File: config.mk
export PLATFORM = sky130hd
export DESIGN_NAME = flash_pe_guard
export DESIGN_NICKNAME = d
export VERILOG_FILES = /design/src/rtl/flash_pe_pkg.sv /design/src/rtl/flash_pe_ctrl.sv /design/src/rtl/flash_pe_pagebuf.sv /design/src/rtl/flash_pe_array.sv /design/src/rtl/flash_pe_guard.sv
export SDC_FILE = /design/constraint.sdc
export NUM_CORES = 2
export LEC_CHECK = 0
export BUFFER_PORTS_ARGS = -buffer_cell sky130_fd_sc_hd__buf_4
export CORE_MARGIN = 2
export CORE_UTILIZATION = 44
export DETAILED_ROUTE_END_ITERATION = 7
export SLEW_MARGIN = 10
export SYNTH_ARGS = -nofsm -noshare
export SYNTH_HDL_FRONTEND = slang
export SYNTH_HIERARCHICAL = 1
export SYNTH_SLANG_ARGS = --single-unit
File: constraint.sdc
create_clock -name clk_i -period 6.1 [get_ports clk_i]
set_input_delay 0.305 -clock clk_i [delete_from_list [all_inputs] [get_ports clk_i]]
set_output_delay 0.305 -clock clk_i [all_outputs]
set_load 0.02 [all_outputs]
File: src/rtl/flash_pe_pkg.sv
package flash_pe_pkg;
  localparam int unsigned CTL_W = 3;

  typedef struct packed {
    logic hv;
    logic erase;
    logic setup;
  } ctl_t;
endpackage

File: src/rtl/flash_pe_ctrl.sv
module flash_pe_ctrl
  import flash_pe_pkg::*;
#(
  parameter int unsigned RECOV_CYC = 16
) (
  input  logic clk_i,
  input  logic rst_ni,
  input  logic reg_wr_i,
  input  ctl_t wr_ctl_i,
  input  logic arr_wr_i,
  output ctl_t ctl_o,
  output logic prog_wr_o,
  output logic ilk_wr_o,
  output logic buf_clr_o,
  output logic commit_pgm_o,
  output logic commit_ers_o,
  output logic recov_busy_o
);
  localparam int unsigned RC_W = $clog2(RECOV_CYC + 1);

  ctl_t ctl_q, ctl_d;
  logic armed_q, armed_d;
  logic rec_load;
  logic commit;
  logic [RC_W-1:0] rec_q;

  assign prog_wr_o = arr_wr_i & ctl_q.setup & ~ctl_q.erase & ~ctl_q.hv;
  assign ilk_wr_o  = arr_wr_i & ctl_q.setup &  ctl_q.erase & ~ctl_q.hv;

  always_comb begin
    ctl_d     = ctl_q;
    armed_d   = armed_q;
    buf_clr_o = 1'b0;
    rec_load  = 1'b0;
    if (reg_wr_i) begin
      if (ctl_q.hv) begin
        // session bits frozen while high voltage is on
        ctl_d.hv = wr_ctl_i.hv;
      end else begin
        ctl_d.setup = wr_ctl_i.setup;
        ctl_d.erase = wr_ctl_i.erase;
        ctl_d.hv    = wr_ctl_i.hv & ctl_q.setup & wr_ctl_i.setup &
                      (wr_ctl_i.erase == ctl_q.erase) & armed_q;
        if ((wr_ctl_i.setup != ctl_q.setup) || (wr_ctl_i.erase != ctl_q.erase)) begin
          armed_d   = 1'b0;
          buf_clr_o = 1'b1;
        end
        rec_load = ctl_q.setup & ~wr_ctl_i.setup;
      end
    end else if (prog_wr_o || ilk_wr_o) begin
      armed_d = 1'b1;
    end
  end

  assign commit       = ctl_q.hv & ~ctl_d.hv;
  assign commit_pgm_o = commit & ~ctl_q.erase;
  assign commit_ers_o = commit &  ctl_q.erase;

  always_ff @(posedge clk_i or negedge rst_ni) begin
    if (!rst_ni) begin
      ctl_q   <= '0;
      armed_q <= 1'b0;
    end else begin
      ctl_q   <= ctl_d;
      armed_q <= armed_d;
    end
  end

  always_ff @(posedge clk_i or negedge rst_ni) begin
    if (!rst_ni)              rec_q <= '0;
    else if (rec_load)        rec_q <= RC_W'(RECOV_CYC);
    else if (rec_q != '0)     rec_q <= rec_q - 1'b1;
  end

  assign recov_busy_o = (rec_q != '0);
  assign ctl_o        = ctl_q;

  a_r2_hv_needs_arm: assert property (@(posedge clk_i) disable iff (!rst_ni)
    $rose(ctl_q.hv) |-> ($past(ctl_q.setup) && $past(armed_q)));

  a_r3_hv_implies_setup: assert property (@(posedge clk_i) disable iff (!rst_ni)
    ctl_q.hv |-> ctl_q.setup);

  a_r4_session_locked: assert property (@(posedge clk_i) disable iff (!rst_ni)
    ctl_q.hv |=> ($stable(ctl_q.setup) && $stable(ctl_q.erase)));

  a_r11_recov_start: assert property (@(posedge clk_i) disable iff (!rst_ni)
    $fell(ctl_q.setup) |-> recov_busy_o);

  a_r10_arm_cleared: assert property (@(posedge clk_i) disable iff (!rst_ni)
    buf_clr_o |=> !armed_q);
endmodule

File: src/rtl/flash_pe_pagebuf.sv
module flash_pe_pagebuf #(
  parameter int unsigned DATA_W = 16,
  parameter int unsigned BLK_W  = 1,
  parameter int unsigned PG_W   = 3,
  parameter int unsigned LOW_W  = 2,
  localparam int unsigned ARR_AW = BLK_W + PG_W + LOW_W,
  localparam int unsigned IDX_W  = BLK_W + LOW_W,
  localparam int unsigned NB     = 1 << IDX_W
) (
  input  logic                       clk_i,
  input  logic                       rst_ni,
  input  logic                       clr_i,
  input  logic                       prog_wr_i,
  input  logic                       ilk_wr_i,
  input  logic                       hv_i,
  input  logic [ARR_AW-1:0]          addr_i,
  input  logic [DATA_W-1:0]          wdata_i,
  output logic [NB-1:0][DATA_W-1:0]  data_o,
  output logic [NB-1:0]              valid_o,
  output logic [PG_W-1:0]            pg_off_o,
  output logic [BLK_W-1:0]           ers_blk_o
);
  logic [NB-1:0][DATA_W-1:0] data_q;
  logic [NB-1:0]             valid_q;
  logic [PG_W-1:0]           pg_off_q;
  logic                      pg_lat_q;
  logic [BLK_W-1:0]          ers_blk_q;
  logic [IDX_W-1:0]          idx;
  logic [BLK_W-1:0]          blk;
  logic [PG_W-1:0]           page;

  assign blk  = addr_i[ARR_AW-1 -: BLK_W];
  assign page = addr_i[LOW_W +: PG_W];
  assign idx  = {blk, addr_i[LOW_W-1:0]};

  always_ff @(posedge clk_i or negedge rst_ni) begin
    if (!rst_ni) begin
      data_q  <= '0;
      valid_q <= '0;
    end else if (clr_i) begin
      valid_q <= '0;
    end else if (prog_wr_i) begin
      data_q[idx]  <= wdata_i;
      valid_q[idx] <= 1'b1;
    end
  end

  always_ff @(posedge clk_i or negedge rst_ni) begin
    if (!rst_ni) begin
      pg_off_q <= '0;
      pg_lat_q <= 1'b0;
    end else if (clr_i) begin
      pg_lat_q <= 1'b0;
    end else if (prog_wr_i && !pg_lat_q) begin
      pg_off_q <= page;
      pg_lat_q <= 1'b1;
    end
  end

  always_ff @(posedge clk_i or negedge rst_ni) begin
    if (!rst_ni)       ers_blk_q <= '0;
    else if (ilk_wr_i) ers_blk_q <= blk;
  end

  assign data_o    = data_q;
  assign valid_o   = valid_q;
  assign pg_off_o  = pg_off_q;
  assign ers_blk_o = ers_blk_q;

  a_r7_buf_frozen_hv: assert property (@(posedge clk_i) disable iff (!rst_ni)
    hv_i |=> ($stable(valid_q) && $stable(data_q)));

  a_r5_page_held: assert property (@(posedge clk_i) disable iff (!rst_ni)
    (pg_lat_q && !clr_i) |=> $stable(pg_off_q));
endmodule

File: src/rtl/flash_pe_array.sv
module flash_pe_array #(
  parameter int unsigned DATA_W = 16,
  parameter int unsigned BLK_W  = 1,
  parameter int unsigned PG_W   = 3,
  parameter int unsigned LOW_W  = 2,
  localparam int unsigned ARR_AW = BLK_W + PG_W + LOW_W,
  localparam int unsigned NWORDS = 1 << ARR_AW,
  localparam int unsigned IDX_W  = BLK_W + LOW_W,
  localparam int unsigned NB     = 1 << IDX_W,
  localparam int unsigned BLK_SH = PG_W + LOW_W
) (
  input  logic                      clk_i,
  input  logic                      rst_ni,
  input  logic                      commit_pgm_i,
  input  logic                      commit_ers_i,
  input  logic [NB-1:0][DATA_W-1:0] buf_data_i,
  input  logic [NB-1:0]             buf_valid_i,
  input  logic [PG_W-1:0]           pg_off_i,
  input  logic [BLK_W-1:0]          ers_blk_i,
  input  logic [ARR_AW-1:0]         rd_addr_i,
  output logic [DATA_W-1:0]         rdata_o
);
  logic [NWORDS-1:0][DATA_W-1:0] mem_q;
  logic [NB-1:0][ARR_AW-1:0]     pgm_addr;
  logic [NWORDS-1:0]             in_ers_blk;

  for (genvar g = 0; g < NB; g++) begin : g_pgm_addr
    assign pgm_addr[g] = {BLK_W'(g >> LOW_W), pg_off_i, LOW_W'(g)};
  end

  for (genvar w = 0; w < NWORDS; w++) begin : g_ers_sel
    assign in_ers_blk[w] = (BLK_W'(w >> BLK_SH) == ers_blk_i);
  end

  always_ff @(posedge clk_i or negedge rst_ni) begin
    if (!rst_ni) begin
      mem_q <= '1;
    end else if (commit_pgm_i) begin
      for (int i = 0; i < NB; i++)
        if (buf_valid_i[i]) mem_q[pgm_addr[i]] <= buf_data_i[i];
    end else if (commit_ers_i) begin
      for (int w = 0; w < NWORDS; w++)
        if (in_ers_blk[w]) mem_q[w] <= '1;
    end
  end

  assign rdata_o = mem_q[rd_addr_i];

  a_r9_mem_only_on_commit: assert property (@(posedge clk_i) disable iff (!rst_ni)
    (!commit_pgm_i && !commit_ers_i) |=> $stable(mem_q));
endmodule

File: src/rtl/flash_pe_guard.sv
module flash_pe_guard
  import flash_pe_pkg::*;
#(
  parameter int unsigned DATA_W    = 16,
  parameter int unsigned BLK_W     = 1,
  parameter int unsigned PG_W      = 3,
  parameter int unsigned LOW_W     = 2,
  parameter int unsigned RECOV_CYC = 16,
  localparam int unsigned ARR_AW   = BLK_W + PG_W + LOW_W,
  localparam int unsigned ADDR_W   = ARR_AW + 1,
  localparam int unsigned NB       = 1 << (BLK_W + LOW_W)
) (
  input  logic              clk_i,
  input  logic              rst_ni,
  input  logic              req_i,
  input  logic              we_i,
  input  logic [ADDR_W-1:0] addr_i,
  input  logic [DATA_W-1:0] wdata_i,
  output logic              ready_o,
  output logic [DATA_W-1:0] rdata_o,
  output logic              hv_en_o
);
  logic                      is_reg;
  logic                      reg_wr, arr_wr;
  ctl_t                      ctl, wr_ctl;
  logic                      prog_wr, ilk_wr, buf_clr;
  logic                      commit_pgm, commit_ers, recov_busy;
  logic [NB-1:0][DATA_W-1:0] buf_data;
  logic [NB-1:0]             buf_valid;
  logic [PG_W-1:0]           pg_off;
  logic [BLK_W-1:0]          ers_blk;
  logic [DATA_W-1:0]         arr_rdata;

  assign is_reg  = addr_i[ADDR_W-1];
  assign reg_wr  = req_i & we_i &  is_reg;
  assign arr_wr  = req_i & we_i & ~is_reg;
  assign wr_ctl  = ctl_t'(wdata_i[CTL_W-1:0]);
  assign ready_o = ~(req_i & ~we_i & ~is_reg & recov_busy);
  assign rdata_o = is_reg ? {{(DATA_W-CTL_W){1'b0}}, ctl} : arr_rdata;
  assign hv_en_o = ctl.hv;

  flash_pe_ctrl #(.RECOV_CYC(RECOV_CYC)) u_ctrl (
    .clk_i        (clk_i),
    .rst_ni       (rst_ni),
    .reg_wr_i     (reg_wr),
    .wr_ctl_i     (wr_ctl),
    .arr_wr_i     (arr_wr),
    .ctl_o        (ctl),
    .prog_wr_o    (prog_wr),
    .ilk_wr_o     (ilk_wr),
    .buf_clr_o    (buf_clr),
    .commit_pgm_o (commit_pgm),
    .commit_ers_o (commit_ers),
    .recov_busy_o (recov_busy)
  );

  flash_pe_pagebuf #(.DATA_W(DATA_W), .BLK_W(BLK_W), .PG_W(PG_W), .LOW_W(LOW_W)) u_buf (
    .clk_i     (clk_i),
    .rst_ni    (rst_ni),
    .clr_i     (buf_clr),
    .prog_wr_i (prog_wr),
    .ilk_wr_i  (ilk_wr),
    .hv_i      (ctl.hv),
    .addr_i    (addr_i[ARR_AW-1:0]),
    .wdata_i   (wdata_i),
    .data_o    (buf_data),
    .valid_o   (buf_valid),
    .pg_off_o  (pg_off),
    .ers_blk_o (ers_blk)
  );

  flash_pe_array #(.DATA_W(DATA_W), .BLK_W(BLK_W), .PG_W(PG_W), .LOW_W(LOW_W)) u_arr (
    .clk_i        (clk_i),
    .rst_ni       (rst_ni),
    .commit_pgm_i (commit_pgm),
    .commit_ers_i (commit_ers),
    .buf_data_i   (buf_data),
    .buf_valid_i  (buf_valid),
    .pg_off_i     (pg_off),
    .ers_blk_i    (ers_blk),
    .rd_addr_i    (addr_i[ARR_AW-1:0]),
    .rdata_o      (arr_rdata)
  );

  a_r12_idle_write_no_commit: assert property (@(posedge clk_i) disable iff (!rst_ni)
    (arr_wr && !ctl.setup) |-> (!prog_wr && !ilk_wr));
endmodule

==> key figures <==
Placed design
  – RePlAce Congestion: 0.831
  – DP Wirelength: 100 mm
  – Port Buf Inserts: 44
  – Worst slack, placed: ~1.7 ns

Job
  – # Max-Cap Violations: 0

Status
  – Status: finished, final reports clean

Critical path
  – Crit path cell chain: buf_8 > clkinv_1 > buf_4 > buf_4 > o22ai_1 > a211oi_1 > a211oi_1 > nor4_1 > buf_4 > nor2b_1 > buf_4
  – Worst path most repeated cell: buf_4
  – CP max FO: 59
  – Critical path class: input pin to output pin
  – Reg-to-reg slack, setup: 2.28 ns
  – Worst reg2reg path depth: 5
  – CP required: 5.79 ns
  – CP max stage cell: a211oi_1
  – Crit. End Element: output pin
  – Reg-to-reg critical path startpoint: u_ctrl/ctl_o[2]$_DFF_PN0_
  – Reg2reg end: u_arr/mem_q[86]$_DFFE_PN1P_
  – CP Launch Type: input pin
  – Worst Path Arrival: roughly 4.2 ns
  – CP peak stage delay: 0.86 ns

Die
  – Die height: 350 um
  – Core area: 0.118 mm2
  – Initial Util: 0.444
  – Die area: 0.122 mm2
  – Die W: 350 um
  – I/O pins: 45
  – # rows: 126

Clock network
  – Root Driver: clkbuf_16
  – Post_cts resized: 0
  – Worst skew pair latency: 0.73 ns
  – CTS tree: built
  – Clk slew on worst S/H paths: about 0.060 ns
  – Clock buffers created by TritonCTS: 121
  – H-tree depth: 3
  – Clock Sinks: 1174
  – Max clock buf depth: 3

Detailed routing
  – DRC Markers: 0
  – Wire per inst: 27.1 um
  – Post-DR vias/cell: 5.97
  – Drt pass-1 iters: 5
  – 1st-iter DRT viols: 3556
  – Via count: around 37000
  – Post-Route WL: 168 mm
  – Final ANT Viol Nets: 0

Synth
  – Synthesis Warnings: 6
  – Cell variety after synth: 60
  – Synth async-reset ratio: 1.00
  – Share of the yosys chip area belonging to registers: 0.583
  – Post-synth EDFFs: 0
  – Syn Nets: roughly 4600
  – Synth Area per Inst: ~11 um2
  – Cell Area, Synth: 0.0525 mm2
  – Primary FF master, synth: dfstp_2
  – Synth Register Bits: between 1000 and 1500
  – Post-Syn Instances: 4607

Hold path
  – Min-Delay Path Class: input pin to register
  – Worst Min Path Start: wdata_i[7]
  – WHS Path Cells: 2
  – Worst Hold Endpoint: u_buf/data_o[119]$_DFFE_PN0P_

Layout
  – Multi-input gate area: 0.0205 mm2
  – Layout net count: 4579
  – Reg area: 0.0307 mm2
  – Share of cells above drive strength 1: 0.395
  – Fillers: 10587
  – P&R area growth vs syn: 12.0%

Global route
  – Largest net degree at the start of global routing: 179
  – Gr ovfl total: 0
  – Global-route wire length before repair: 247 mm
  – Number of global-route vias before repair: roughly 36000
  – Overall Global Routing Usage: 0.275
  – Antenna violations before repair: 10

STA
  – Final setup fails: 0
  – Final count of hold timing violations: 0
  – Setup Skew: between 0.02 and 0.025 ns
  – Worst Slack Setup Final: 1.63 ns
  – Max-slew violations: 0
  – RSZ-0062 raised after global routing: no
  – Slew HR: 0.0831
  – Worst Tran Pin Value: 1.38 ns
  – Max Fclk: 224 MHz
  – Fin crit share: 0.732
  – Final min period: 4.47 ns
  – Setup TNS: 0 ns

Power
  – Pwr Total: 21500 uW
  – Pwr Density: 365 mW/mm2
  – Pleak: 0.0237 uW
  – VDD IR max: between 0.2 and 0.3 mV
==> routing by layer <==
metal  global-route usage  vias to the layer above  wire length (um)
li1                     -                    16171                 -
met3               0.0585                      327             14800
met4               0.0947                       12              5740
met2                0.422                     1581             75400
met1                0.389                    18883             71700
met5                    0                        -                90
==> cell families (layout without fill, tap and decap cells) <==
logic type | count (synthesis) | after routing | synth area share
AO/OA/AOI/OAI | 1355 | 1355 | 0.136
XOR/XNOR | 2 | 2 | 0.000333
adder cells (fa/ha/maj) | 2 | 2 | 0.000476
buffers and inverters | 357 | 409 | 0.0344
flip-flops | 1174 | 1174 | 0.583
multiplexers | 497 | 497 | 0.153
other | 0 | 3 | 0
AND/OR/NAND/NOR | 1220 | 1220 | 0.0923
==> repair_timing <==
| action | in CTS | in global routing |
|---|---|---|
| buffers inserted | 0 | 0 |
| endpoints found under the hold margin | 94 | 0 |
| hold buffers | 13 | 0 |
==> worst max-delay path by stage <==
stage / start / end / slack (ns)
6_report: addr_i[0] / rdata_o[13] / 1.63
5_1_grt: addr_i[0] / rdata_o[13] / 1.57
4_1_cts: addr_i[0] / rdata_o[13] / 1.69
3_5_place_dp: addr_i[0] / rdata_o[13] / 1.71
3_3_place_gp: addr_i[0] / rdata_o[13] / 1.64
2_1_floorplan: addr_i[6] / u_arr/mem_q[1003]$_DFFE_PN1P_ / 3.56
==> stage by stage <==
stage               cell area, um2  cells   util  hold WS [ns]
finish                       58900   6198  0.498        0.0730
global route                 58900   6195  0.498        0.0422
CTS                          58900   6195  0.498        0.0177
detailed placement           54400   5950  0.460         0.440
global placement             54400   5950  0.460         0.445
floorplan                    52500   4607      -       0.00941
==> worst max-delay path, delay by kind of cell <==
family	cells	cell delay, ns
AOI/OAI and AO/OA	3	1.12
buffers and inverters	6	2.30
and+or+nand+nor	2	0.37
==> Yosys cell counts, drive strengths merged, types with 3 or more instances <==
library cell,instances,area [um2]
and3b,3,26.3
dfstp,1024,26900
a21o,5,37.5
buf,154,1020
nor3b,6,78.8
nor2,1111,4170
inv,13,48.8
and3,8,50.1
o21ai,24,120
mux2i,76,761
a311oi,12,105
a221o,4,40.0
a221oi,12,105
nor3,3,15.0
nor4,12,81.3
a22oi,12,90.1
o31a,4,35.0
a211oi,49,373
dfrtp,150,3750
nand3b,5,57.6
nand2b,6,37.5
o22ai,36,225
mux2,213,2410
a21oi,1178,5900
mux4,208,4870
clkbuf,186,709
nor2b,15,93.8
nand2,41,156
a31oi,18,113
==> cell type report <==
type,instances,area share
flip-flops and latches,1174,0.521
multi-input cells,3076,0.348
clock buffers,178,0.0619
well taps,1536,0.0326
repair buffers,162,0.0242
clock inverters,54,0.0115
inverters,15,0.000999
diodes,3,0.000128
==> cell usage in the layout (no fill, tap or decap), types with 36 or more instances in the layout <==
cell type / synthesis / final
a21oi_1: 1178 / 1174
nor2_1: 1110 / 1046
dfstp_2: 1024 / 1024
mux2_2: 208 / 208
mux4_2: 158 / 158
dfrtp_1: 150 / 150
buf_4: 27 / 133
clkbuf_16: 0 / 123
mux2i_1: 76 / 76
mux4_1: 50 / 50
a211oi_1: 48 / 48
nand2_1: 40 / 40
clkbuf_8: 0 / 37
o22ai_1: 36 / 36
==> registers in the layout (all words and copies together), names as in the netlist <==
signal,count
u_buf/ers_blk_o,1
u_arr/mem_q,1024
u_ctrl/ctl_o,3
u_buf/pg_lat_q,1
u_ctrl/armed_q,1
u_buf/valid_o,8
u_buf/pg_off_o,3
u_buf/data_o,128
u_ctrl/rec_q,5
==> report_power, final <==
group	internal [uW]	total (uW)	switching, uW
combinational	1390	2970	1580
clock	4730	7960	3230
sequential	9900	10600	682
No activity file was read; power rests on OpenSTA's default activity.
